==> src/rtl/regbank_pkg.sv <==
package regbank_pkg;
  localparam int unsigned MODE_W        = 5;
  localparam int unsigned ADDR_W        = 4;
  localparam int unsigned N_SHARED      = 9;
  localparam int unsigned N_HI          = 5;
  localparam int unsigned N_HI_COPIES   = 2;
  localparam int unsigned N_STACK_BANKS = 6;
  localparam int unsigned N_STACK_REGS  = 2;
  localparam int unsigned N_SAVED       = 5;
  localparam int unsigned IDX_W         = 3;

  localparam logic [MODE_W-1:0] MODE_USER   = 5'b10000;
  localparam logic [MODE_W-1:0] MODE_FAST   = 5'b10001;
  localparam logic [MODE_W-1:0] MODE_IRQ    = 5'b10010;
  localparam logic [MODE_W-1:0] MODE_SUPV   = 5'b10011;
  localparam logic [MODE_W-1:0] MODE_ABORT  = 5'b10111;
  localparam logic [MODE_W-1:0] MODE_UNDEF  = 5'b11011;
  localparam logic [MODE_W-1:0] MODE_SYSTEM = 5'b11111;

  function automatic logic mode_legal(input logic [MODE_W-1:0] m);
    case (m)
      MODE_USER, MODE_FAST, MODE_IRQ, MODE_SUPV,
      MODE_ABORT, MODE_UNDEF, MODE_SYSTEM: return 1'b1;
      default:                             return 1'b0;
    endcase
  endfunction
endpackage

==> src/rtl/regbank_mode_dec.sv <==
module regbank_mode_dec
  import regbank_pkg::*;
(
  input  logic [MODE_W-1:0] mode_i,
  output logic              fast_o,
  output logic              priv_o,
  output logic              has_saved_o,
  output logic [IDX_W-1:0]  stack_idx_o,
  output logic [IDX_W-1:0]  saved_idx_o
);
  always_comb begin
    fast_o      = 1'b0;
    priv_o      = 1'b1;
    has_saved_o = 1'b1;
    stack_idx_o = '0;
    saved_idx_o = '0;
    case (mode_i)
      MODE_USER:   begin priv_o = 1'b0; has_saved_o = 1'b0; end
      MODE_SYSTEM: begin has_saved_o = 1'b0; end
      MODE_SUPV:   begin stack_idx_o = 3'd1; saved_idx_o = 3'd0; end
      MODE_ABORT:  begin stack_idx_o = 3'd2; saved_idx_o = 3'd1; end
      MODE_UNDEF:  begin stack_idx_o = 3'd3; saved_idx_o = 3'd2; end
      MODE_IRQ:    begin stack_idx_o = 3'd4; saved_idx_o = 3'd3; end
      MODE_FAST:   begin stack_idx_o = 3'd5; saved_idx_o = 3'd4; fast_o = 1'b1; end
      default:     begin priv_o = 1'b0; has_saved_o = 1'b0; end
    endcase
  end
endmodule

==> src/rtl/regbank_psr.sv <==
module regbank_psr
  import regbank_pkg::*;
#(
  parameter int unsigned   DATA_W    = 32,
  parameter logic [DATA_W-1:0] RESET_VAL = 32'h0000_00DF
) (
  input  logic              clk,
  input  logic              rst_n,
  input  logic              wr_en,
  input  logic [DATA_W-1:0] wr_data,
  input  logic              saved_wr_en,
  input  logic [DATA_W-1:0] saved_wr_data,
  input  logic              cur_has_saved,
  input  logic [IDX_W-1:0]  cur_saved_idx,
  output logic [DATA_W-1:0] status_q,
  output logic [MODE_W-1:0] act_mode_q,
  output logic              bad_q,
  output logic [DATA_W-1:0] saved_rd
);
  logic [DATA_W-1:0]                 status_d;
  logic [MODE_W-1:0]                 act_mode_d;
  logic                              bad_d;
  logic [N_SAVED-1:0][DATA_W-1:0]    saved_q, saved_d;
  logic                              new_legal;
  logic                              mode_differs;

  assign new_legal    = mode_legal(wr_data[MODE_W-1:0]);
  assign mode_differs = wr_data[MODE_W-1:0] != status_q[MODE_W-1:0];

  always_comb begin
    status_d   = status_q;
    act_mode_d = act_mode_q;
    bad_d      = bad_q;
    saved_d    = saved_q;
    if (wr_en) begin
      status_d = wr_data;
      bad_d    = !new_legal;
      if (mode_differs && new_legal) act_mode_d = wr_data[MODE_W-1:0];
    end
    if (saved_wr_en && cur_has_saved) saved_d[cur_saved_idx] = saved_wr_data;
  end

  always_ff @(posedge clk or negedge rst_n) begin
    if (!rst_n) begin
      status_q   <= RESET_VAL;
      act_mode_q <= RESET_VAL[MODE_W-1:0];
      bad_q      <= 1'b0;
      saved_q    <= '0;
    end else begin
      status_q   <= status_d;
      act_mode_q <= act_mode_d;
      bad_q      <= bad_d;
      saved_q    <= saved_d;
    end
  end

  assign saved_rd = cur_has_saved ? saved_q[cur_saved_idx] : '0;

  assert_map_hold_R9: assert property (@(posedge clk) disable iff (!rst_n)
    wr_en && !new_legal |=> $stable(act_mode_q));

  assert_same_bits_R7: assert property (@(posedge clk) disable iff (!rst_n)
    wr_en && !mode_differs |=> $stable(act_mode_q));

  assert_switch_R8: assert property (@(posedge clk) disable iff (!rst_n)
    wr_en && new_legal && mode_differs |=> act_mode_q == $past(wr_data[MODE_W-1:0]));

  assert_no_saved_R5: assert property (@(posedge clk) disable iff (!rst_n)
    saved_wr_en && !cur_has_saved |=> $stable(saved_q));
endmodule

==> src/rtl/regbank_gpr.sv <==
module regbank_gpr
  import regbank_pkg::*;
#(
  parameter int unsigned DATA_W = 32,
  parameter int unsigned N_RD   = 2
) (
  input  logic                         clk,
  input  logic                         rst_n,
  input  logic                         fast_i,
  input  logic [IDX_W-1:0]             stack_idx_i,
  input  logic                         wr_en,
  input  logic [ADDR_W-1:0]            wr_addr,
  input  logic [DATA_W-1:0]            wr_data,
  input  logic [N_RD-1:0][ADDR_W-1:0]  rd_addr_i,
  output logic [N_RD-1:0][DATA_W-1:0]  rd_data_o
);
  logic [DATA_W-1:0] shared_q [N_SHARED];
  logic [DATA_W-1:0] hi_q     [N_HI_COPIES][N_HI];
  logic [DATA_W-1:0] stk_q    [N_STACK_BANKS][N_STACK_REGS];

  for (genvar g = 0; g < N_SHARED; g++) begin : g_shared
    localparam logic [ADDR_W-1:0] ADDR = (g < 8) ? ADDR_W'(g) : ADDR_W'(15);
    logic we;
    assign we = wr_en && (wr_addr == ADDR);
    always_ff @(posedge clk or negedge rst_n) begin
      if (!rst_n)  shared_q[g] <= '0;
      else if (we) shared_q[g] <= wr_data;
    end
  end

  for (genvar c = 0; c < N_HI_COPIES; c++) begin : g_hi_copy
    for (genvar h = 0; h < N_HI; h++) begin : g_hi
      logic we;
      assign we = wr_en && (wr_addr == ADDR_W'(8 + h)) && (fast_i == (c == 1));
      always_ff @(posedge clk or negedge rst_n) begin
        if (!rst_n)  hi_q[c][h] <= '0;
        else if (we) hi_q[c][h] <= wr_data;
      end
    end
  end

  for (genvar b = 0; b < N_STACK_BANKS; b++) begin : g_stk_bank
    for (genvar k = 0; k < N_STACK_REGS; k++) begin : g_stk
      logic we;
      assign we = wr_en && (wr_addr == ADDR_W'(13 + k)) && (stack_idx_i == IDX_W'(b));
      always_ff @(posedge clk or negedge rst_n) begin
        if (!rst_n)  stk_q[b][k] <= '0;
        else if (we) stk_q[b][k] <= wr_data;
      end
    end
  end

  for (genvar p = 0; p < N_RD; p++) begin : g_rd
    logic [ADDR_W-1:0] a;
    assign a = rd_addr_i[p];
    always_comb begin
      if (a <= 4'd7)       rd_data_o[p] = shared_q[a[2:0]];
      else if (a == 4'd15) rd_data_o[p] = shared_q[8];
      else if (a <= 4'd12) rd_data_o[p] = hi_q[fast_i][a[2:0]];
      else                 rd_data_o[p] = stk_q[stack_idx_i][a[1]];
    end
  end

  assert_port_match_R10: assert property (@(posedge clk) disable iff (!rst_n)
    rd_addr_i[0] == rd_addr_i[N_RD-1] |-> rd_data_o[0] == rd_data_o[N_RD-1]);
endmodule

==> src/rtl/mode_banked_regfile.sv <==
module mode_banked_regfile
  import regbank_pkg::*;
#(
  parameter int unsigned       DATA_W    = 32,
  parameter logic [DATA_W-1:0] RESET_VAL = 32'h0000_00DF
) (
  input  logic              clk,
  input  logic              rst_n,
  input  logic [3:0]        rd_addr_a,
  output logic [DATA_W-1:0] rd_data_a,
  input  logic [3:0]        rd_addr_b,
  output logic [DATA_W-1:0] rd_data_b,
  input  logic              wr_en,
  input  logic [3:0]        wr_addr,
  input  logic [DATA_W-1:0] wr_data,
  input  logic              stat_wr_en,
  input  logic [DATA_W-1:0] stat_wr_data,
  output logic [DATA_W-1:0] stat_q,
  input  logic              saved_wr_en,
  input  logic [DATA_W-1:0] saved_wr_data,
  output logic [DATA_W-1:0] saved_rd_data,
  output logic [4:0]        mode_o,
  output logic              priv_o,
  output logic              has_saved_o,
  output logic              bad_mode_o
);
  logic [MODE_W-1:0]          act_mode;
  logic                       fast;
  logic [IDX_W-1:0]           stack_idx;
  logic [IDX_W-1:0]           saved_idx;
  logic [1:0][ADDR_W-1:0]     rd_addr;
  logic [1:0][DATA_W-1:0]     rd_data;

  regbank_mode_dec u_dec (
    .mode_i      (act_mode),
    .fast_o      (fast),
    .priv_o      (priv_o),
    .has_saved_o (has_saved_o),
    .stack_idx_o (stack_idx),
    .saved_idx_o (saved_idx)
  );

  regbank_psr #(.DATA_W(DATA_W), .RESET_VAL(RESET_VAL)) u_psr (
    .clk           (clk),
    .rst_n         (rst_n),
    .wr_en         (stat_wr_en),
    .wr_data       (stat_wr_data),
    .saved_wr_en   (saved_wr_en),
    .saved_wr_data (saved_wr_data),
    .cur_has_saved (has_saved_o),
    .cur_saved_idx (saved_idx),
    .status_q      (stat_q),
    .act_mode_q    (act_mode),
    .bad_q         (bad_mode_o),
    .saved_rd      (saved_rd_data)
  );

  assign rd_addr = {rd_addr_b, rd_addr_a};

  regbank_gpr #(.DATA_W(DATA_W), .N_RD(2)) u_gpr (
    .clk         (clk),
    .rst_n       (rst_n),
    .fast_i      (fast),
    .stack_idx_i (stack_idx),
    .wr_en       (wr_en),
    .wr_addr     (wr_addr),
    .wr_data     (wr_data),
    .rd_addr_i   (rd_addr),
    .rd_data_o   (rd_data)
  );

  assign rd_data_a = rd_data[0];
  assign rd_data_b = rd_data[1];
  assign mode_o    = act_mode;

  assert_priv_R6: assert property (@(posedge clk) disable iff (!rst_n)
    !priv_o |-> !has_saved_o);
endmodule

==> config.mk <==
export PLATFORM = sky130hd
export DESIGN_NAME = mode_banked_regfile
export DESIGN_NICKNAME = d
export VERILOG_FILES = /design/src/rtl/regbank_pkg.sv /design/src/rtl/regbank_mode_dec.sv /design/src/rtl/regbank_psr.sv /design/src/rtl/regbank_gpr.sv /design/src/rtl/mode_banked_regfile.sv
export SDC_FILE = /design/constraint.sdc
export NUM_CORES = 2
export LEC_CHECK = 0
export BUFFER_PORTS_ARGS = -buffer_cell sky130_fd_sc_hd__buf_2
export CAP_MARGIN = 25
export CORE_UTILIZATION = 50
export CTS_CLUSTER_SIZE = 16
export DETAILED_ROUTE_END_ITERATION = 12
export MAX_ROUTING_LAYER = met4
export PLACE_DENSITY = 0.73
export SYNTH_ARGS = -nofsm -noshare
export SYNTH_HDL_FRONTEND = slang
export SYNTH_HIERARCHICAL = 1
export SYNTH_SLANG_ARGS = --single-unit
==> constraint.sdc <==
create_clock -name clk -period 3.3 [get_ports clk]
set_input_delay 0.165 -clock clk [delete_from_list [all_inputs] [get_ports clk]]
set_output_delay 0.165 -clock clk [all_outputs]
set_load 0.03 [all_outputs]
# After elaboration in Yosys (flattened, before gate mapping)
# Index checks and enable logic that the tools add are counted.
# word_totals
regBits	1190
input_bits	113
# classes
magnitude_cmp	14
eq_ne	36
muxes	42
n_bitwise	7
n_reduce_logical	48
# op_table
cell	count
32-bit two-way mux	23
160-bit two-way mux	3
32-bit binary-select mux with 3-bit select	3
32-bit binary-select mux with 4-bit select	2
64-bit binary-select mux with 3-bit select	1
160-bit bitwise mux	1
64-bit two-way mux	2
32-bit demux with 3-bit select	1
5-bit equality test, second input constant	13
1-bit logical AND	41
4-bit equality test, second input constant	10
4-bit by 3-bit equality test with 1-bit output, second input constant	4
3-bit one-hot mux with 5 select lines	1
4-bit greater-or-equal comparator, second input constant	3
3-bit NOT with 4-bit output	3
3-bit one-hot mux with 4 select lines	1
4-bit by 5-bit greater-or-equal comparator with 1-bit output, second input constant	2
4-bit by 2-bit equality test with 1-bit output, second input constant	2
4-bit by 3-bit less-or-equal comparator with 1-bit output, second input constant	2
4-bit less-or-equal comparator, second input constant	2
7-bit OR reduction	1
3-bit by 2-bit equality test with 1-bit output, second input constant	2
3-bit equality test, second input constant	2
2-bit greater-or-equal comparator, second input constant	3
other kinds (14)	19

# Depth between registers and ports, before layout
# logic_depth
depth_word	12
depth_mapped	12

# Cells and area by module
# The synthesis kept the hierarchy.
# by_module_without_submodules
module	instances	cells_per_inst	area_each_um2	seq_area_each_um2
regbank_gpr	1	3589	50996.4	24823.8
regbank_psr	1	633	9125.0	4969.8
regbank_mode_dec	1	24	153.9	0.0

# Worst setup path after synthesis
# OpenSTA, ideal clock, no wires.
# synth_timing
path_type	register -> output
startpoint	register u_psr.act_mode_q[0]
endpoint	output port rd_data_b[31]
arrival_ns	2.922
t_required_ns	3.135
path_slack_ns	0.213
stages_incl_launch_ff	11
path_buffers	4
path_cell_list	dfstp_2 > buf_4 > nand2_1 > nor4_1 > buf_6 > buf_6 > buf_6 > mux4_2 > mux2_2 > o211ai_1 > o211ai_1
# synth_between
elab_chain_cells	12
elab_cells_between_ends	24
cone_classes	5 x eq/ne; 17 x mux; 2 x bitwise
# synth_lines
item	line	source
start, declared	regbank_psr.sv:16	output logic [MODE_W-1:0] act_mode_q,
start signal, assigned	regbank_psr.sv:46	act_mode_q <= RESET_VAL[MODE_W-1:0];
start signal, assigned	regbank_psr.sv:51	act_mode_q <= act_mode_d;
5-bit equality test	regbank_mode_dec.sv:17	case (mode_i)
1-bit two-way mux	regbank_mode_dec.sv:17	
named net fast	mode_banked_regfile.sv:28	logic fast;
1-bit NOT with 2-bit output (implied by the code)	regbank_gpr.sv:59	else if (a <= 4'd12) rd_data_o[p] = hi_q[fast_i][a[2:0]];
160-bit two-way mux (implied by the code) (3 in a row)	regbank_gpr.sv:59	
32-bit binary-select mux with 3-bit select	regbank_gpr.sv:59	
32-bit two-way mux (implied by the code) (2 in a row)	regbank_gpr.sv:59	
32-bit two-way mux	regbank_gpr.sv:59	
32-bit two-way mux	regbank_gpr.sv:58	else if (a == 4'd15) rd_data_o[p] = shared_q[8];
32-bit two-way mux	regbank_gpr.sv:57	if (a <= 4'd7) rd_data_o[p] = shared_q[a[2:0]];
end, declared	mode_banked_regfile.sv:12	output logic [DATA_W-1:0] rd_data_b,
# The timed path passes the listed nets, and every way through them passes these cells. The select of a mux whose other input is x is not followed.

# Final worst setup path
# layout_timing
startpoint	register u_psr.act_mode_q[0]
endpoint	output port rd_data_b[5]
# layout_between
elab_chain_cells	12
elab_cells_between_ends	24
cone_classes	5 x eq/ne; 17 x mux; 2 x bitwise
# layout_lines
item	line	source
5-bit equality test	regbank_mode_dec.sv:17	
3-bit one-hot mux with 5 select lines *	regbank_mode_dec.sv:17	
named net stack_idx[2]	mode_banked_regfile.sv:29	logic [IDX_W-1:0] stack_idx;
3-bit NOT with 4-bit output (implied by the code) *	regbank_gpr.sv:60	else rd_data_o[p] = stk_q[stack_idx_i][a[1]];
64-bit binary-select mux with 3-bit select *	regbank_gpr.sv:60	
64-bit two-way mux (implied by the code) * (2 in a row)	regbank_gpr.sv:60	
32-bit two-way mux (implied by the code) * (3 in a row)	regbank_gpr.sv:60	
32-bit two-way mux *	regbank_gpr.sv:59	
32-bit two-way mux *	regbank_gpr.sv:58	
32-bit two-way mux *	regbank_gpr.sv:57	
# The timed path passes the listed nets; every way through them passes the cells marked *. The select of a mux whose other input is x is not followed.

==> flow_summary.html <==
<table>
<tr><th>Metric</th><th>Value</th></tr>
<tr><th colspan="2">Yosys</th></tr>
<tr><td>Syn Nets</td><td>4359</td></tr>
<tr><td>Synth warn</td><td>6</td></tr>
<tr><td>Largest family of logic cells by synthesized area</td><td>multiplexers</td></tr>
<tr><td>Cell types occupying the most area after synthesis</td><td>sky130_fd_sc_hd__dfrtp_1, sky130_fd_sc_hd__mux2_2, sky130_fd_sc_hd__mux4_2, sky130_fd_sc_hd__mux2i_1, sky130_fd_sc_hd__mux2_4</td></tr>
<tr><td>Portion of synthesized cell area occupied by the leading cell type</td><td>48.9%</td></tr>
<tr><td>FF+latch count, synth</td><td>1190</td></tr>
<tr><td>Simple logic cell fraction of the synthesized area</td><td>3.12%</td></tr>
<tr><td>Post-synthesis average cell area</td><td>14.2 um^2</td></tr>
<tr><td>Synthesized-area fraction occupied by ao, oa, aoi and oai cells</td><td>6.32%</td></tr>
<tr><td>Synthesized cell area</td><td>60300 um^2</td></tr>
<tr><td>Cell with the most instances after synthesis</td><td>sky130_fd_sc_hd__mux2_2</td></tr>
<tr><td>Number of instances in the synthesized netlist</td><td>4246</td></tr>
<tr><td>Share of synthesized flip-flops with an asynchronous set or reset</td><td>100%</td></tr>
<tr><td>Fraction of the mapped netlist area in adder cells</td><td>0%</td></tr>
<tr><td>Share of synthesized area spent on multiplexers</td><td>37.5%</td></tr>
<tr><td>Most used flip-flop cell after synthesis</td><td>sky130_fd_sc_hd__dfrtp_1</td></tr>
<tr><td>XOR/XNOR share of the synthesized area</td><td>0.116%</td></tr>
<tr><td>Post-synthesis sequential area ratio</td><td>49.4%</td></tr>
<tr><td>Largest area contributor in the netlist</td><td>sky130_fd_sc_hd__dfrtp_1</td></tr>
<tr><td>EDFF count, synth</td><td>0</td></tr>
<tr><td>Synth unique cells</td><td>65</td></tr>
<tr><td>Commonest cells post-synth</td><td>sky130_fd_sc_hd__mux2_2, sky130_fd_sc_hd__dfrtp_1, sky130_fd_sc_hd__mux4_2</td></tr>
<tr><th colspan="2">STA</th></tr>
<tr><td>Setup-failing EPs final</td><td>95</td></tr>
<tr><td>Tightest Pin Transition</td><td>990 ps</td></tr>
<tr><td>Period utilization</td><td>117%</td></tr>
<tr><td>RSZ-0062 raised after global routing</td><td>yes</td></tr>
<tr><td>Max_slew headroom</td><td>33.8%</td></tr>
<tr><td>Final critical-path setup slack</td><td>-576 ps</td></tr>
<tr><td>Summed negative setup slack over all endpoints</td><td>-30950 ps</td></tr>
<tr><td>Setup clock skew after layout</td><td>37.7 ps</td></tr>
<tr><td>Peak clock frequency supported by timing</td><td>0.258 GHz</td></tr>
<tr><td>Number of failing hold endpoints at the final stage</td><td>0</td></tr>
<tr><td>Final slew viol count</td><td>0</td></tr>
<tr><td>Min cycle time layout</td><td>3880 ps</td></tr>
<tr><th colspan="2">Die</th></tr>
<tr><td>Total core area</td><td>120000 um^2</td></tr>
<tr><td>Die area</td><td>122000 um^2</td></tr>
<tr><td>Number of standard-cell rows in the floorplan</td><td>127</td></tr>
<tr><td>Starting density of the core</td><td>50.4%</td></tr>
<tr><td>Height of the chip</td><td>349 um</td></tr>
<tr><td>Die span in x</td><td>349 um</td></tr>
<tr><td>Total I/O pin count</td><td>249</td></tr>
<tr><th colspan="2">Worst hold path</th></tr>
<tr><td>WHS Path Cells</td><td>2</td></tr>
<tr><td>Destination of the worst hold path</td><td>u_gpr/shared_q[5]</td></tr>
<tr><td>Worst Min Path Start</td><td>wr_data[5]</td></tr>
<tr><td>Hold crit path type</td><td>input pin to flop</td></tr>
<tr><th colspan="2">Placed design</th></tr>
<tr><td>Final HPWL from detailed placement</td><td>110000 um</td></tr>
<tr><td>IO buf count</td><td>248</td></tr>
<tr><td>GP Congestion</td><td>0.914</td></tr>
<tr><th colspan="2">Pwr</th></tr>
<tr><td>Logic pwr share</td><td>32.4%</td></tr>
<tr><td>Part of the power in registers</td><td>38.4%</td></tr>
<tr><td>Total internal power</td><td>35700 uW</td></tr>
<tr><td>Power dissipated by switching net loads</td><td>16400 uW</td></tr>
<tr><td>Switching fraction of total power</td><td>31.5%</td></tr>
<tr><td>Static power due to leakage</td><td>0.0327 uW</td></tr>
<tr><td>Power share of the clock group</td><td>29.2%</td></tr>
<tr><td>Worst vdd rail ir drop</td><td>0.696 mV</td></tr>
<tr><td>Power per Cell Area</td><td>693 nW/um^2</td></tr>
<tr><th colspan="2">CTS</th></tr>
<tr><td>Clock insertion delay at the later pin of the skew report</td><td>790 ps</td></tr>
<tr><td>Total CTS buffers</td><td>132</td></tr>
<tr><td>Number of clock sinks</td><td>1190</td></tr>
<tr><td>CTS tree</td><td>built</td></tr>
<tr><td>Clock root buffer</td><td>sky130_fd_sc_hd__clkbuf_16</td></tr>
<tr><td>CTS H-tree depth</td><td>4</td></tr>
<tr><td>Max Buffers Root-to-Sink</td><td>3</td></tr>
<tr><td>Clock-pin slew on the worst setup and hold paths</td><td>60 ps</td></tr>
<tr><th colspan="2">Routing</th></tr>
<tr><td>Count of antenna-violating nets left after detailed routing</td><td>0</td></tr>
<tr><td>Via count</td><td>41900</td></tr>
<tr><td>Routed length per instance</td><td>29.8 um</td></tr>
<tr><td>Drt first pass iters</td><td>6</td></tr>
<tr><td>Detailed router's first-iteration violation count</td><td>4105</td></tr>
<tr><td>DRC violations left</td><td>0</td></tr>
<tr><td>Vias per cell</td><td>6.49</td></tr>
<tr><td>Sum of routed wire length over all layers</td><td>193000 um</td></tr>
<tr><th colspan="2">GRT</th></tr>
<tr><td>Total track usage</td><td>31.2%</td></tr>
<tr><td>Maximum number of pins on one net before global-route repair</td><td>101</td></tr>
<tr><td>Wire length of the first global-routing pass</td><td>277000 um</td></tr>
<tr><td>Number of antenna violations at the first check in global routing</td><td>12</td></tr>
<tr><td>Via count of the first global-routing pass</td><td>42800</td></tr>
<tr><td>Grt ovf</td><td>0</td></tr>
<tr><th colspan="2">Layout</th></tr>
<tr><td>Filler instances</td><td>8363</td></tr>
<tr><td>Sequential standard cell area</td><td>29800 um^2</td></tr>
<tr><td>P&amp;R area growth vs syn</td><td>24.9%</td></tr>
<tr><td>Post-Route Utilization</td><td>62.9%</td></tr>
<tr><td>Number of nets in the layout</td><td>4849</td></tr>
<tr><td>Area used by multi-input combinational logic</td><td>30600 um^2</td></tr>
<tr><td>Fraction of final layout cells sized beyond drive strength 1</td><td>57.9%</td></tr>
<tr><th colspan="2">Critical path</th></tr>
<tr><td>Internal reg-to-reg setup slack</td><td>200 ps</td></tr>
<tr><td>Startpoint of the worst-slack reg-to-reg timing path</td><td>u_psr/act_mode_q[3]</td></tr>
<tr><td>Crit Reg-Reg Endpoint</td><td>u_psr/saved_q[57]</td></tr>
<tr><td>Critical path data required time</td><td>3130 ps</td></tr>
<tr><td>Critical path start-end classification</td><td>flop to output port</td></tr>
<tr><td>Maximum net fanout on the critical path</td><td>8</td></tr>
<tr><td>Start point of the critical path</td><td>u_psr/act_mode_q[0]</td></tr>
<tr><td>Worst reg2reg path depth</td><td>13</td></tr>
<tr><td>Crit path DAT</td><td>3710 ps</td></tr>
<tr><td>Nature of the critical path startpoint</td><td>flop</td></tr>
<tr><td>Worst Setup End Kind</td><td>output port</td></tr>
<tr><th colspan="2">Outcome</th></tr>
<tr><td>Violated checks</td><td>negative setup slack</td></tr>
<tr><td>Status</td><td>finished with violations</td></tr>
<tr><th colspan="2">Run</th></tr>
<tr><td>Total of max-cap violations</td><td>0</td></tr>
</table>
[cell families (layout without fill, tap and decap cells)]
family | Yosys count | in the layout
multiplexers | 1758 | 1758
flip-flops | 1190 | 1190
AO/OA/AOI/OAI | 525 | 525
buffers and inverters | 434 | 1028
AND/OR/NAND/NOR | 331 | 331
XOR/XNOR | 8 | 8
other | 0 | 11
[metal layers]
metal  GRT usage [%]  wire, um
met4            12.8      9210
met1            39.2     74300
met2            48.7     92500
met5               -         0
met3            7.25     16600
[per-stage QoR]
step                hold slack (ps)  power, uW  setup WS (ps)  instances  area [um^2]
finish                         74.6      52200           -576       6463        75300
global route                   51.7      53900           -695       6460        75300
CTS                            4.44      50400           -591       6384        73300
detailed placement              162      33000           55.7       5961        64700
global placement                175      32500           91.3       5961        64700
floorplan                      -131      28300            213       4246        60300
[how the worst max path moves through the flow]
stage	depth (start not counted)	endpoint	slack, ps
2_1_floorplan	10	rd_data_b[31]	210
3_3_place_gp	10	rd_data_b[10]	90
3_5_place_dp	10	rd_data_b[10]	60
4_1_cts	11	rd_data_b[10]	-590
5_1_grt	12	rd_data_a[16]	-690
6_report	12	rd_data_b[5]	-580
[power by group through the flow]
| stage | Combinational (uW) | Clock, uW | Sequential [uW] |
|---|---|---|---|
| final | 16900 | 15200 | 20100 |
| after global routing | 17600 | 16000 | 20400 |
| after CTS | 15400 | 15300 | 19700 |
| after detailed placement | 13100 | 0 | 19900 |
| after global placement | 12800 | 0 | 19700 |
| after floorplan | 8940 | 0 | 19400 |
[repair_timing]
action | 4_1_cts | 5_1_grt
hold buffers | 79 | 0
gates resized for setup | 444 | 298
pin swaps | 99 | 193
setup buffers | 94 | 86
setup endpoints to repair | 95 | 97
hold endpoints to repair | 1015 | 0
cloned | 31 | 13
[placed cells by master (no fill, tap or decap), drive strengths merged, types with 25 or more instances in the layout]
master	count
a211oi	25
a21oi	97
a22oi	118
and2	33
buf	694
clkbuf	207
clkinv	27
dfrtp	1178
dlygate4sd3	77
mux2	1315
mux2i	194
mux4	249
nand2	67
nand2b	37
nor2	55
nor2b	91
o211ai	52
o22ai	96
o32a	53
[flip-flops by register name, summed over array words and instances (netlist names)]
register          cells
u_psr/act_mode_q      5
u_psr/saved_q       160
u_psr/status_q       32
u_gpr/stk_q         384
u_gpr/shared_q      288
u_psr/bad_q           1
u_gpr/hi_q          320
[final cells by class]
type                    instances  share of cell area, %
multi-input cells            2622                   40.6
flip-flops and latches       1190                   39.6
repair buffers                784                   11.2
clock buffers                 195                   5.31
well taps                    1612                   2.68
clock inverters                43                  0.606
diodes                         11                 0.0365
inverters                       6                 0.0299
[worst max-delay path: stages (launching register included)]
cell and delay [ps]:
sky130_fd_sc_hd__dfstp_2 560, sky130_fd_sc_hd__buf_6 150, sky130_fd_sc_hd__xor2_1 180, sky130_fd_sc_hd__and3_4 280, sky130_fd_sc_hd__buf_6 170, sky130_fd_sc_hd__nor2b_4 80
sky130_fd_sc_hd__buf_4 160, sky130_fd_sc_hd__a222oi_1 470, sky130_fd_sc_hd__buf_4 240, sky130_fd_sc_hd__o221ai_2 120, sky130_fd_sc_hd__a221oi_2 280, sky130_fd_sc_hd__a21oi_2 110
sky130_fd_sc_hd__buf_6 150
No activity file was read; power rests on OpenSTA's default activity.
